<file path="src/rtl/pdom_seq_pkg.sv">
// Shared types for the power domain sequencer.
package pdom_seq_pkg;
    // Sequencer states; outputs are decoded from these
    typedef enum logic [3:0] {
        ST_ON    = 4'd0,
        ST_ISO   = 4'd1,
        ST_SAVE  = 4'd2,
        ST_WOFF  = 4'd3,
        ST_OFF   = 4'd4,
        ST_WON   = 4'd5,
        ST_RST   = 4'd6,
        ST_RSTR  = 4'd7
    } seq_st_t;
endpackage

</file>
<file path="src/rtl/pdom_req_hold.sv">
// Request holding register.
// Remembers the latest request seen while a sequence runs and drops it
// once the sequencer is idle (idle consumes or ignores every request).
// Assumes req_valid is a single-cycle strobe.
module pdom_req_hold (
    input  logic clk,
    input  logic rst_n,
    input  logic req_valid,
    input  logic req_down,
    input  logic idle,
    output logic pend_v,
    output logic pend_down
);
    // Capture a request during a sequence, clear it when idle
    always_ff @(posedge clk) begin
        if (!rst_n) begin
            pend_v    <= 1'b0;
            pend_down <= 1'b0;
        end else if (idle) begin
            pend_v    <= 1'b0;
        end else if (req_valid) begin
            pend_v    <= 1'b1;
            pend_down <= req_down;
        end
    end
endmodule

</file>
<file path="src/rtl/pdom_step_timer.sv">
// Saturating cycle counter for the sequencer.
// Restarts from zero on clr, otherwise counts up and holds at its maximum.
module pdom_step_timer #(
    parameter int W = 8
) (
    input  logic         clk,
    input  logic         rst_n,
    input  logic         clr,
    output logic [W-1:0] cnt
);
    localparam logic [W-1:0] CMAX = '1;

    // Count cycles spent in the current state
    always_ff @(posedge clk) begin
        if (!rst_n || clr) cnt <= '0;
        else if (cnt != CMAX) cnt <= cnt + 1'b1;
    end
endmodule

</file>
<file path="src/rtl/pdom_seq_core.sv">
// Sequencer state machine.
// Walks the power-down and power-up orders, waits on the switch
// acknowledge, and freezes with a sticky error when it times out.
// Assumes cnt restarts at zero on the cycle a new state is entered.
module pdom_seq_core
    import pdom_seq_pkg::*;
#(
    parameter int ACK_TMO = 16,
    parameter int RST_CYC = 3,
    parameter int CW      = 6
) (
    input  logic          clk,
    input  logic          rst_n,
    input  logic          req_v,
    input  logic          req_down,
    input  logic          sw_ack,
    input  logic [CW-1:0] cnt,
    output seq_st_t       st_q,
    output logic          st_chg,
    output logic          err_q
);
    localparam logic [CW-1:0] TMO_LAST = CW'(ACK_TMO - 1);
    localparam logic [CW-1:0] RST_LAST = CW'(RST_CYC - 1);

    seq_st_t st_d;
    logic    err_d;

    // Next-state and timeout decision
    always_comb begin
        st_d  = st_q;
        err_d = err_q;
        case (st_q)
            ST_ON:   if (req_v && req_down) st_d = ST_ISO;
            ST_ISO:  st_d = ST_SAVE;
            ST_SAVE: st_d = ST_WOFF;
            ST_WOFF: if (!err_q) begin
                         if (!sw_ack) st_d = ST_OFF;
                         else if (cnt == TMO_LAST) err_d = 1'b1;
                     end
            ST_OFF:  if (req_v && !req_down) st_d = ST_WON;
            ST_WON:  if (!err_q) begin
                         if (sw_ack) st_d = ST_RST;
                         else if (cnt == TMO_LAST) err_d = 1'b1;
                     end
            ST_RST:  if (cnt == RST_LAST) st_d = ST_RSTR;
            ST_RSTR: st_d = ST_ON;
            default: st_d = ST_ON;
        endcase
    end

    assign st_chg = (st_d != st_q);

    // State and sticky error registers
    always_ff @(posedge clk) begin
        if (!rst_n) begin
            st_q  <= ST_ON;
            err_q <= 1'b0;
        end else begin
            st_q  <= st_d;
            err_q <= err_d;
        end
    end
endmodule

</file>
<file path="src/rtl/pdom_seq.sv">
// Power domain shutdown/startup sequencer (top).
// Combines the request holder, the step timer and the state machine,
// and decodes the domain control outputs from the state.
// Assumes sw_ack is synchronous to clk and follows sw_en after a delay.
module pdom_seq
    import pdom_seq_pkg::*;
#(
    parameter int ACK_TMO = 16,
    parameter int RST_CYC = 3
) (
    input  logic clk,
    input  logic rst_n,
    input  logic req_valid,
    input  logic req_down,
    input  logic sw_ack,
    output logic iso_en,
    output logic ret_save,
    output logic sw_en,
    output logic dom_rst,
    output logic ret_restore,
    output logic busy,
    output logic dom_on,
    output logic ack_timeout
);
    localparam int CMAXV = (ACK_TMO > RST_CYC) ? ACK_TMO : RST_CYC;
    localparam int CW    = $clog2(CMAXV + 1) + 1;

    seq_st_t       st;
    logic          st_chg, idle, pend_v, pend_down, eff_v, eff_down, err;
    logic [CW-1:0] cnt;

    assign idle     = (st == ST_ON) || (st == ST_OFF);
    assign eff_v    = req_valid || pend_v;
    assign eff_down = req_valid ? req_down : pend_down;

    pdom_req_hold u_hold (
        .clk(clk), .rst_n(rst_n), .req_valid(req_valid), .req_down(req_down),
        .idle(idle), .pend_v(pend_v), .pend_down(pend_down)
    );

    pdom_step_timer #(.W(CW)) u_tmr (
        .clk(clk), .rst_n(rst_n), .clr(st_chg), .cnt(cnt)
    );

    pdom_seq_core #(.ACK_TMO(ACK_TMO), .RST_CYC(RST_CYC), .CW(CW)) u_core (
        .clk(clk), .rst_n(rst_n), .req_v(eff_v), .req_down(eff_down),
        .sw_ack(sw_ack), .cnt(cnt), .st_q(st), .st_chg(st_chg), .err_q(err)
    );

    // Output decode from the current state
    always_comb begin
        iso_en      = (st != ST_ON);
        sw_en       = !((st == ST_WOFF) || (st == ST_OFF));
        ret_save    = (st == ST_SAVE);
        dom_rst     = (st == ST_RST);
        ret_restore = (st == ST_RSTR);
        busy        = !idle;
        dom_on      = (st == ST_ON);
        ack_timeout = err;
    end
endmodule

</file>
<file path="config.mk">
export PLATFORM = sky130hd
export DESIGN_NAME = pdom_seq
export DESIGN_NICKNAME = d
export VERILOG_FILES = /design/src/rtl/pdom_seq_pkg.sv /design/src/rtl/pdom_req_hold.sv /design/src/rtl/pdom_step_timer.sv /design/src/rtl/pdom_seq_core.sv /design/src/rtl/pdom_seq.sv
export SDC_FILE = /design/constraint.sdc
export NUM_CORES = 1
export LEC_CHECK = 0
export ABC_AREA = 0
export BUFFER_PORTS_ARGS = -buffer_cell sky130_fd_sc_hd__buf_2
export CAP_MARGIN = 20
export CORE_MARGIN = 10
export CORE_UTILIZATION = 50
export CTS_BUF_LIST = sky130_fd_sc_hd__clkbuf_16
export CTS_CLUSTER_DIAMETER = 150
export DETAILED_ROUTE_END_ITERATION = 16
export PLACE_DENSITY = 0.72
export SLEW_MARGIN = 20
export SYNTH_ARGS = -nofsm -noshare
export SYNTH_HDL_FRONTEND = slang
export SYNTH_SLANG_ARGS = --single-unit
</file>
<file path="constraint.sdc">
create_clock -name clk -period 2.1 [get_ports clk]
set_input_delay 0.105 -clock clk [delete_from_list [all_inputs] [get_ports clk]]
set_output_delay 0.105 -clock clk [all_outputs]
set_load 0.005 [all_outputs]
</file>
==> results of run 1 <==
## sequential cells by signal, summed over array words and instances (netlist names)
name              flops
u_tmr.cnt             6
u_core.st_q           4
u_core.err_q          1
u_hold.pend_down      1
u_hold.pend_v         1
## layer usage
| metal | track usage [%] | wire, microns | share of wire (%) | vias up |
|---|---|---|---|---|
| met5 | 0 | 0 | 0 | - |
| met4 | 2.821 | 22 | 1.3 | 0 |
| met3 | 5.428 | 188 | 11 | 3 |
| met2 | 16.74 | 761 | 44 | 21 |
| met1 | 12.38 | 745 | 43 | 327 |
| li1 | - | - | - | 383 |
## critical path, cell delays in order, from the launching register on
cell     delay (ns)
dfxtp_1        0.41
or3_1          0.52
nor4b_4        0.32
a41oi_2        0.09
a31oi_4        0.27
nor3b_1        0.08
## metrics by stage
stage / instance area, sq um / util (%) / instances
2_1_floorplan: 830.8 / - / 104
3_3_place_gp: 880.8 / 57.14 / 127
3_5_place_dp: 880.8 / 57.14 / 127
4_1_cts: 959.7 / 62.26 / 131
5_1_grt: 959.7 / 62.26 / 131
6_report: 959.7 / 62.26 / 131
## power by group
part | leakage, nW | switching, mW | internal (mW)
clock | 0.0423 | 0.0995 | 0.250
sequential | 0.106 | 0.00567 | 0.255
combinational | 0.267 | 0.0365 | 0.0267
## cell type report
class	count	share of cell area (%)
Tap cell	16	2.086
Clock buffer	3	7.823
Multi-Input combinational cell	80	53.19
Sequential cell	13	27.12
Clock inverter	1	0.3911
Timing Repair Buffer	14	7.823
Inverter	4	1.565
## worst max-delay path by stage
stage                               from            to  slack (ns)  cells after the start
after floorplan           u_core.st_q[3]  u_tmr.cnt[5]        0.49                      7
after global placement    u_core.st_q[1]  u_tmr.cnt[5]        0.35                      5
after detailed placement  u_core.st_q[1]  u_tmr.cnt[5]        0.27                      5
after CTS                 u_core.st_q[1]  u_tmr.cnt[5]        0.27                      5
after global routing      u_core.st_q[1]  u_tmr.cnt[4]        0.14                      5
final                     u_core.st_q[1]  u_tmr.cnt[5]        0.27                      5
## cells in the mapped netlist, drive strengths merged
cell / number
dfxtp: 13
nand2: 12
nor2: 12
a21oi: 5
buf: 5
nand3: 5
o21ai: 5
inv: 4
nand2b: 4
xnor2: 4
a31oi: 3
and3: 3
nor3b: 3
nor4b: 3
xor2: 3
clkbuf: 2
ha: 2
nand3b: 2
nor3: 2
o211ai: 2
a211oi: 1
a21boi: 1
a21o: 1
a41oi: 1
conb: 1
nor4: 1
o211a: 1
o22ai: 1
or2: 1
or3: 1
## cells by family (layout without fill, tap and decap cells)
family                     count (synthesis)  count (layout)  synth area share (%)
buffers and inverters                     11              22                 7.228
adders and majority gates                  2               2                 3.012
xor gates and xnor gates                   7               7                 7.380
and+or+nand+nor                           49              49                 32.08
AOI/OAI and AO/OA                         21              21                 18.52
DFF                                       13              13                 31.33
other                                      1               1                0.4514
==> impl_metrics.yaml, run 1 <==
min_path:
  hold_depth: 2
  worstHoldPathType: "in -> reg"
  holdPathEnd: "u_hold.pend_v"
  hp-start: "rst_n"
global_route:
  grt_pass1_vias: 676
  antenna_found_initial: 0
  grt_pass1_wl_microns: 3022
  grt.overflow.total: 0
  grt.total_usage_pct: 10.61
  grt_max_degree: 18
timing:
  rsz0062_at_grt: "no"
  fmax_ghz: 0.5467
  worstMarginPinSlew_ns: 0.5697
  tns_ns: 0
  whs_ns: 0.1391
  maxSlewViolCount: 0
  max-slew-margin-rel_pct: 61.97
  fin_skew_ns: 0.002763
  finalWorstSetupSlack_ns: 0.2707
  hold_violations: 0
  finalSetupViolations: 0
  post-route-min-period_ns: 1.829
  min_period_over_period_pct: 87.11
floorplanning:
  dieArea_sq_um: 3692
  pin_count: 13
  core-area_sq_um: 1541
  row_count: 14
  initial_core_util_pct: 53.90
  die_x_microns: 60.76
  die_h_microns: 60.76
synth:
  netlist.top_cell.by_area: "dfxtp_1"
  syn_nets: 111
  netlist_instances: 104
  ys_ff_latch: 13
  syn_avg_cell_area_sq_um: 7.988
  synthDistinctLibCells: 35
  syn_area_sq_um: 830.8
  synth_warnings: 0
  ys_seq_area_share_pct: 31.33
  synth_area_leaders: "dfxtp_1 (31%), nand2_1 (5.4%), nor2_1 (5.4%), xnor2_1 (4.2%), xor2_1 (3.2%)"
  yosysTopAreaCellShare_pct: 31.33
setup_path:
  reg2reg_slack_ns: 0.27
  critPathLaunchType: "register"
  worst-path-max-fanout: 13
  reg2reg_from: "u_core.st_q[1]"
  path_class: "reg -> reg"
  r2r-end: "u_tmr.cnt[5]"
  cp-end-kind: "register"
  worstPathArrival_ns: 1.95
  worst_r2r_path_depth: 5
  cp.required_ns: 2.22
clock_tree:
  root_buffer: "clkbuf_16"
  ctsResizeCount: 0
  cts_made_buffers: 3
  clock_latency_ns: 0.24
  path_clk_slew_ns: 0.04
  h-tree-depth: 1
  max-clock-path-buffers: 2
  tritoncts: "built"
  hold_buffers: 0
  clock_sinks: 13
  post-cts-setup-buffers: 0
power_and_ir_drop:
  finalPower_mw: 0.6734
  p_per_area_nw_per_um2: 701.7
  peakVddDrop_v: 0.0006801
  p_leak_nw: 0.4147
final_layout:
  drive_above_1_share_pct: 18.26
  nNetsFinal: 123
  area_delta_synth_final_pct: 15.51
  seqCellArea_sq_um: 260.3
  final_cell_mix: "dfxtp_1 (13), nand2_1 (12), nor2_1 (12), buf_2 (12)"
  final_common_cell: "dfxtp_1"
  nFillCells: 149
  multiInputGateArea_sq_um: 510.5
  n_antenna_cell: 0
run:
  cap_violations: 0
detailed_routing:
  drc_errors: 0
  drtPass1Iterations: 4
  ant_nets: 0
  wl_microns: 1718
  first_iter_violations: 18
  vias: 734
  avgRoutedWirePerCell_microns: 13.11
  avgViaCountPerCell: 5.603
placement:
  routabilityCongestion: 0.8227
  hpwl_microns: 1314
  port_buffers: 12
  place_ws_ns: 0.2743
run_status:
  status: "finished, final reports clean"
No activity file was read; power rests on OpenSTA's default activity.
==> run 2, diff against run 1 <==
--- a/config.mk
+++ b/config.mk
@@ -10,7 +10,6 @@
 export CAP_MARGIN = 20
 export CORE_MARGIN = 10
 export CORE_UTILIZATION = 50
-export CTS_BUF_LIST = sky130_fd_sc_hd__clkbuf_16
 export CTS_CLUSTER_DIAMETER = 150
 export DETAILED_ROUTE_END_ITERATION = 16
 export PLACE_DENSITY = 0.72
==> run 2 against run 1 <==
Net effect:
- non-clock buffer count stayed put
- maximum frequency is 0.52% lower
- hold slack worse by 0.028 ns
- critical endpoint unchanged
- highest routed layer unchanged
==> impl_metrics.yaml, run 2 (synthesized netlist as in run 1, its figures left out) <==
clock_tree:
  cts_made_buffers: 3
  h-tree-depth: 1
  hold_buffers: 0
  root_buffer: "clkbuf_4"
  ctsResizeCount: 0
  post-cts-setup-buffers: 0
  clock_sinks: 13
  clock_latency_ns: 0.27
  max-clock-path-buffers: 2
  path_clk_slew_ns: 0.07
  tritoncts: "built"
min_path:
  worstHoldPathType: "in -> reg"
timing:
  whs_ns: 0.1110
  worstMarginPinSlew_ns: 0.5622
  tns_ns: 0
  maxSlewViolCount: 0
  max-slew-margin-rel_pct: 62.47
  finalSetupViolations: 0
  post-route-min-period_ns: 1.839
  rsz0062_at_grt: "no"
  min_period_over_period_pct: 87.57
  fin_skew_ns: 0.003884
  fmax_ghz: 0.5438
  hold_violations: 0
run:
  cap_violations: 0
final_layout:
  largest-register: "u_tmr.cnt"
  area_delta_synth_final_pct: 9.187
  final_common_cell: "dfxtp_1"
  nNetsFinal: 123
  n_antenna_cell: 0
  nFillCells: 157
  reg.largest.list: "u_tmr.cnt: 6 flops, u_core.st_q: 4 flops"
  largest_reg_flops: 6
  final_cell_mix: "dfxtp_1 (13), nand2_1 (12), nor2_1 (12), buf_2 (12)"
  final_util_pct: 58.85
  drive_above_1_share_pct: 18.26
setup_path:
  path_class: "reg -> reg"
  worst-path-max-fanout: 13
  cp.required_ns: 2.26
  reg2reg_slack_ns: 0.26
  critPathLaunchType: "register"
  worstPathArrival_ns: 2.00
  cp-end-kind: "register"
detailed_routing:
  vias: 732
  drtPass1Iterations: 4
  avgRoutedWirePerCell_microns: 13.08
  first_iter_violations: 25
  wl_microns: 1713
  ant_nets: 0
  drc_errors: 0
  avgViaCountPerCell: 5.588
global_route:
  grt.total_usage_pct: 10.69
  met1_usage_pct: 12.38
  met3_usage_pct: 5.428
  grt_pass1_vias: 696
  antenna_found_initial: 0
  grt_pass1_wl_microns: 3070
  grt.overflow.total: 0
  globalRouteMet2Util_pct: 17.47
  grt-busiest-layer: "met2"
  grt_max_degree: 18
placement:
  port_buffers: 12
  routabilityCongestion: 0.8227
  hpwl_microns: 1314
run_status:
  status: "finished, final reports clean"
floorplanning:
  core-area_sq_um: 1541
  die_h_microns: 60.76
  row_count: 14
  dieArea_sq_um: 3692
  initial_core_util_pct: 53.90
  die_x_microns: 60.76
  pin_count: 13
power_and_ir_drop:
  p_leak_nw: 0.3874
  peakVddDrop_v: 0.0004496
  p_per_area_nw_per_um2: 519.0
[run 2: cell type report]
class	instances	area, sq um	share of cell area [%]
Multi-Input combinational cell	80	510.5	56.28
Sequential cell	13	260.3	28.69
Timing Repair Buffer	14	75.07	8.276
Clock buffer	4	26.28	2.897
Tap cell	16	20.02	2.207
Inverter	4	15.01	1.655
[run 2: critical path, stage by stage (launching register included)]
cell	delay [ns]
dfxtp_1	0.42
or3_1	0.52
nor4b_4	0.32
a41oi_2	0.09
a31oi_4	0.28
nor3b_1	0.09
[run 2: final timing paths]
path,from,cells after the start,end
max,u_core.st_q[1],5,u_tmr.cnt[5]
min,rst_n,2,u_hold.pend_v
max reg2reg,u_core.st_q[1],5,u_tmr.cnt[5]
min reg2reg,u_hold.pend_down,2,u_hold.pend_down
[run 2: layer usage]
metal	wire length (microns)	part of all wire, %
met3	176	10
met1	750	44
met4	8	0.47
met2	778	45
met5	0	0
[run 2: stage by stage]
step | cell area (sq um) | setup WS, ns | power [mW] | std cells
detailed placement | 880.8 | 0.2743 | 0.3283 | 127
global placement | 880.8 | 0.3469 | 0.3262 | 127
floorplan | 830.8 | 0.4901 | 0.3119 | 104
CTS | 907.1 | 0.2594 | 0.4789 | 131
finish | 907.1 | 0.2611 | 0.4708 | 131
global route | 907.1 | 0.1320 | 0.5035 | 131
[run 2: where the power goes]
part           total (mW)  internal [mW]  switching [mW]
clock               0.148         0.0736          0.0748
sequential          0.259          0.253         0.00566
combinational      0.0636         0.0267          0.0369
total               0.471          0.353           0.117
==> run 3, diff against run 2 <==
--- a/config.mk
+++ b/config.mk
@@ -12,7 +12,7 @@
 export CORE_UTILIZATION = 50
 export CTS_CLUSTER_DIAMETER = 150
 export DETAILED_ROUTE_END_ITERATION = 16
-export PLACE_DENSITY = 0.72
+export PLACE_DENSITY = 0.82
 export SLEW_MARGIN = 20
 export SYNTH_ARGS = -nofsm -noshare
 export SYNTH_HDL_FRONTEND = slang
==> run 3 against run 2 <==
Net effect:
- count of clock-buffer cells in the layout did not move
- die area did not move
- global-route usage fell by 0.72 points
- design area rose by 0.83%
- via count rose by 5.3%
- register-to-register slack improved by 0.10 ns
==> impl_metrics.yaml, run 3 (synthesized netlist as in run 1, its figures left out) <==
run_status:
  status: "finished, final reports clean"
timing:
  finalSetupViolations: 0
  max-slew-margin-rel_pct: 62.78
  worstMarginPinSlew_ns: 0.5576
  hold_violations: 0
  tns_ns: 0
  post-route-min-period_ns: 1.735
  fin_skew_ns: 0.001851
  maxSlewViolCount: 0
  rsz0062_at_grt: "no"
  fmax_ghz: 0.5765
  min_period_over_period_pct: 82.60
detailed_routing:
  drc_errors: 0
  avgViaCountPerCell: 5.841
  ant_nets: 0
  vias: 771
  first_iter_violations: 25
  avgRoutedWirePerCell_microns: 13.33
  wl_microns: 1759
  drtPass1Iterations: 4
final_layout:
  final_common_cell: "dfxtp_1"
  area_delta_synth_final_pct: 10.09
  nFillCells: 142
  reg.largest.list: "u_tmr.cnt: 6 flops, u_core.st_q: 4 flops"
  largest_reg_flops: 6
  nNetsFinal: 124
  final_util_pct: 59.33
  n_antenna_cell: 0
  drive_above_1_share_pct: 18.97
  final_cell_mix: "dfxtp_1 (13), nand2_1 (12), nor2_1 (12), buf_2 (12)"
  largest-register: "u_tmr.cnt"
clock_tree:
  clock_sinks: 13
  hold_buffers: 0
  path_clk_slew_ns: 0.08
  root_buffer: "clkbuf_4"
  ctsResizeCount: 0
  clock_latency_ns: 0.27
  h-tree-depth: 1
  cts_made_buffers: 3
  post-cts-setup-buffers: 0
  max-clock-path-buffers: 2
  tritoncts: "built"
setup_path:
  crit_chain: "xor2_1 -> o21ai_1 -> a21oi_1 -> o211ai_1 -> nor2_1"
  path_delay_family: "flip-flops"
  cp.required_ns: 2.31
  path_buf_inv: 0
  worst-path-max-fanout: 17
  crit_slowest_cell: "dfxtp_1"
  critPathLaunchType: "register"
  cp-end-kind: "register"
  path_class: "reg -> reg"
  worstPathArrival_ns: 1.95
  critPathMaxStageDelay_ns: 0.68
floorplanning:
  pin_count: 13
  initial_core_util_pct: 53.90
  die_h_microns: 60.76
  core-area_sq_um: 1541
  row_count: 14
  die_x_microns: 60.76
  dieArea_sq_um: 3692
power_and_ir_drop:
  p_leak_nw: 0.3928
  peakVddDrop_v: 0.0003971
  p_per_area_nw_per_um2: 521.7
global_route:
  grt_max_degree: 18
  grt.overflow.total: 0
  antenna_found_initial: 0
  grt.total_usage_pct: 9.971
  grt_pass1_wl_microns: 2946
  grt_pass1_vias: 673
min_path:
  worstHoldPathType: "in -> reg"
placement:
  port_buffers: 12
  hpwl_microns: 1341
  routabilityCongestion: 0.8409
run:
  cap_violations: 0
==> run 3: cell types whose count changed in the layout (fill, tap and decap cells not counted) <==
cell,previous run,this run
buf_4,2,3
==> run 3: power by group <==
part	internal [mW]	leakage, nW	switching (mW)
sequential	0.253	0.106	0.00438
clock	0.0736	0.0150	0.0802
combinational	0.0274	0.272	0.0384
==> run 3: layer usage <==
layer  vias to the layer above  global-route usage (%)  part of all wire, %
met5                         -                       0                    0
met4                         0                   4.702                  1.3
met3                         4                   3.132                  8.1
met2                        27                   14.56                   46
met1                       358                   12.91                   45
li1                        382                       -                    -
==> run 3: worst paths after layout <==
| path | end | cells after the start | start | slack, ns |
|---|---|---|---|---|
| setup / recovery | u_tmr.cnt[1] | 5 | u_core.st_q[2] | 0.37 |
| hold / removal | u_hold.pend_v | 2 | rst_n | 0.10 |
| setup reg to reg | u_tmr.cnt[1] | 5 | u_core.st_q[2] | 0.37 |
| hold reg to reg | u_hold.pend_down | 2 | u_hold.pend_down | 0.49 |
==> run 3: layout make-up <==
type | count | area (sq um) | share of cell area [%]
Timing Repair Buffer | 15 | 82.58 | 9.029
Inverter | 4 | 15.01 | 1.642
Tap cell | 16 | 20.02 | 2.189
Clock buffer | 4 | 26.28 | 2.873
Sequential cell | 13 | 260.3 | 28.45
Multi-Input combinational cell | 80 | 510.5 | 55.81
==> run 3: worst reg2reg max path: cells and delay by family, from the launching register on <==
kind	cells	cell delay [ns]
xor gates and xnor gates	1	0.20
and+or+nand+nor	1	0.12
AOI/OAI and AO/OA	3	0.67
DFF	1	0.68
==> run 3: stage by stage <==
| stage | hold WS (ns) | worst slack, ns | std cells | cell area, sq um | total power [mW] |
|---|---|---|---|---|---|
| floorplan | 0.2428 | 0.4901 | 104 | 830.8 | 0.3119 |
| global placement | 0.3882 | 0.4483 | 128 | 888.4 | 0.3274 |
| detailed placement | 0.3871 | 0.3878 | 128 | 888.4 | 0.3294 |
| CTS | 0.1024 | 0.3765 | 132 | 914.6 | 0.4798 |
| global route | 0.1101 | 0.1606 | 132 | 914.6 | 0.4988 |
| finish | 0.1011 | 0.3653 | 132 | 914.6 | 0.4771 |
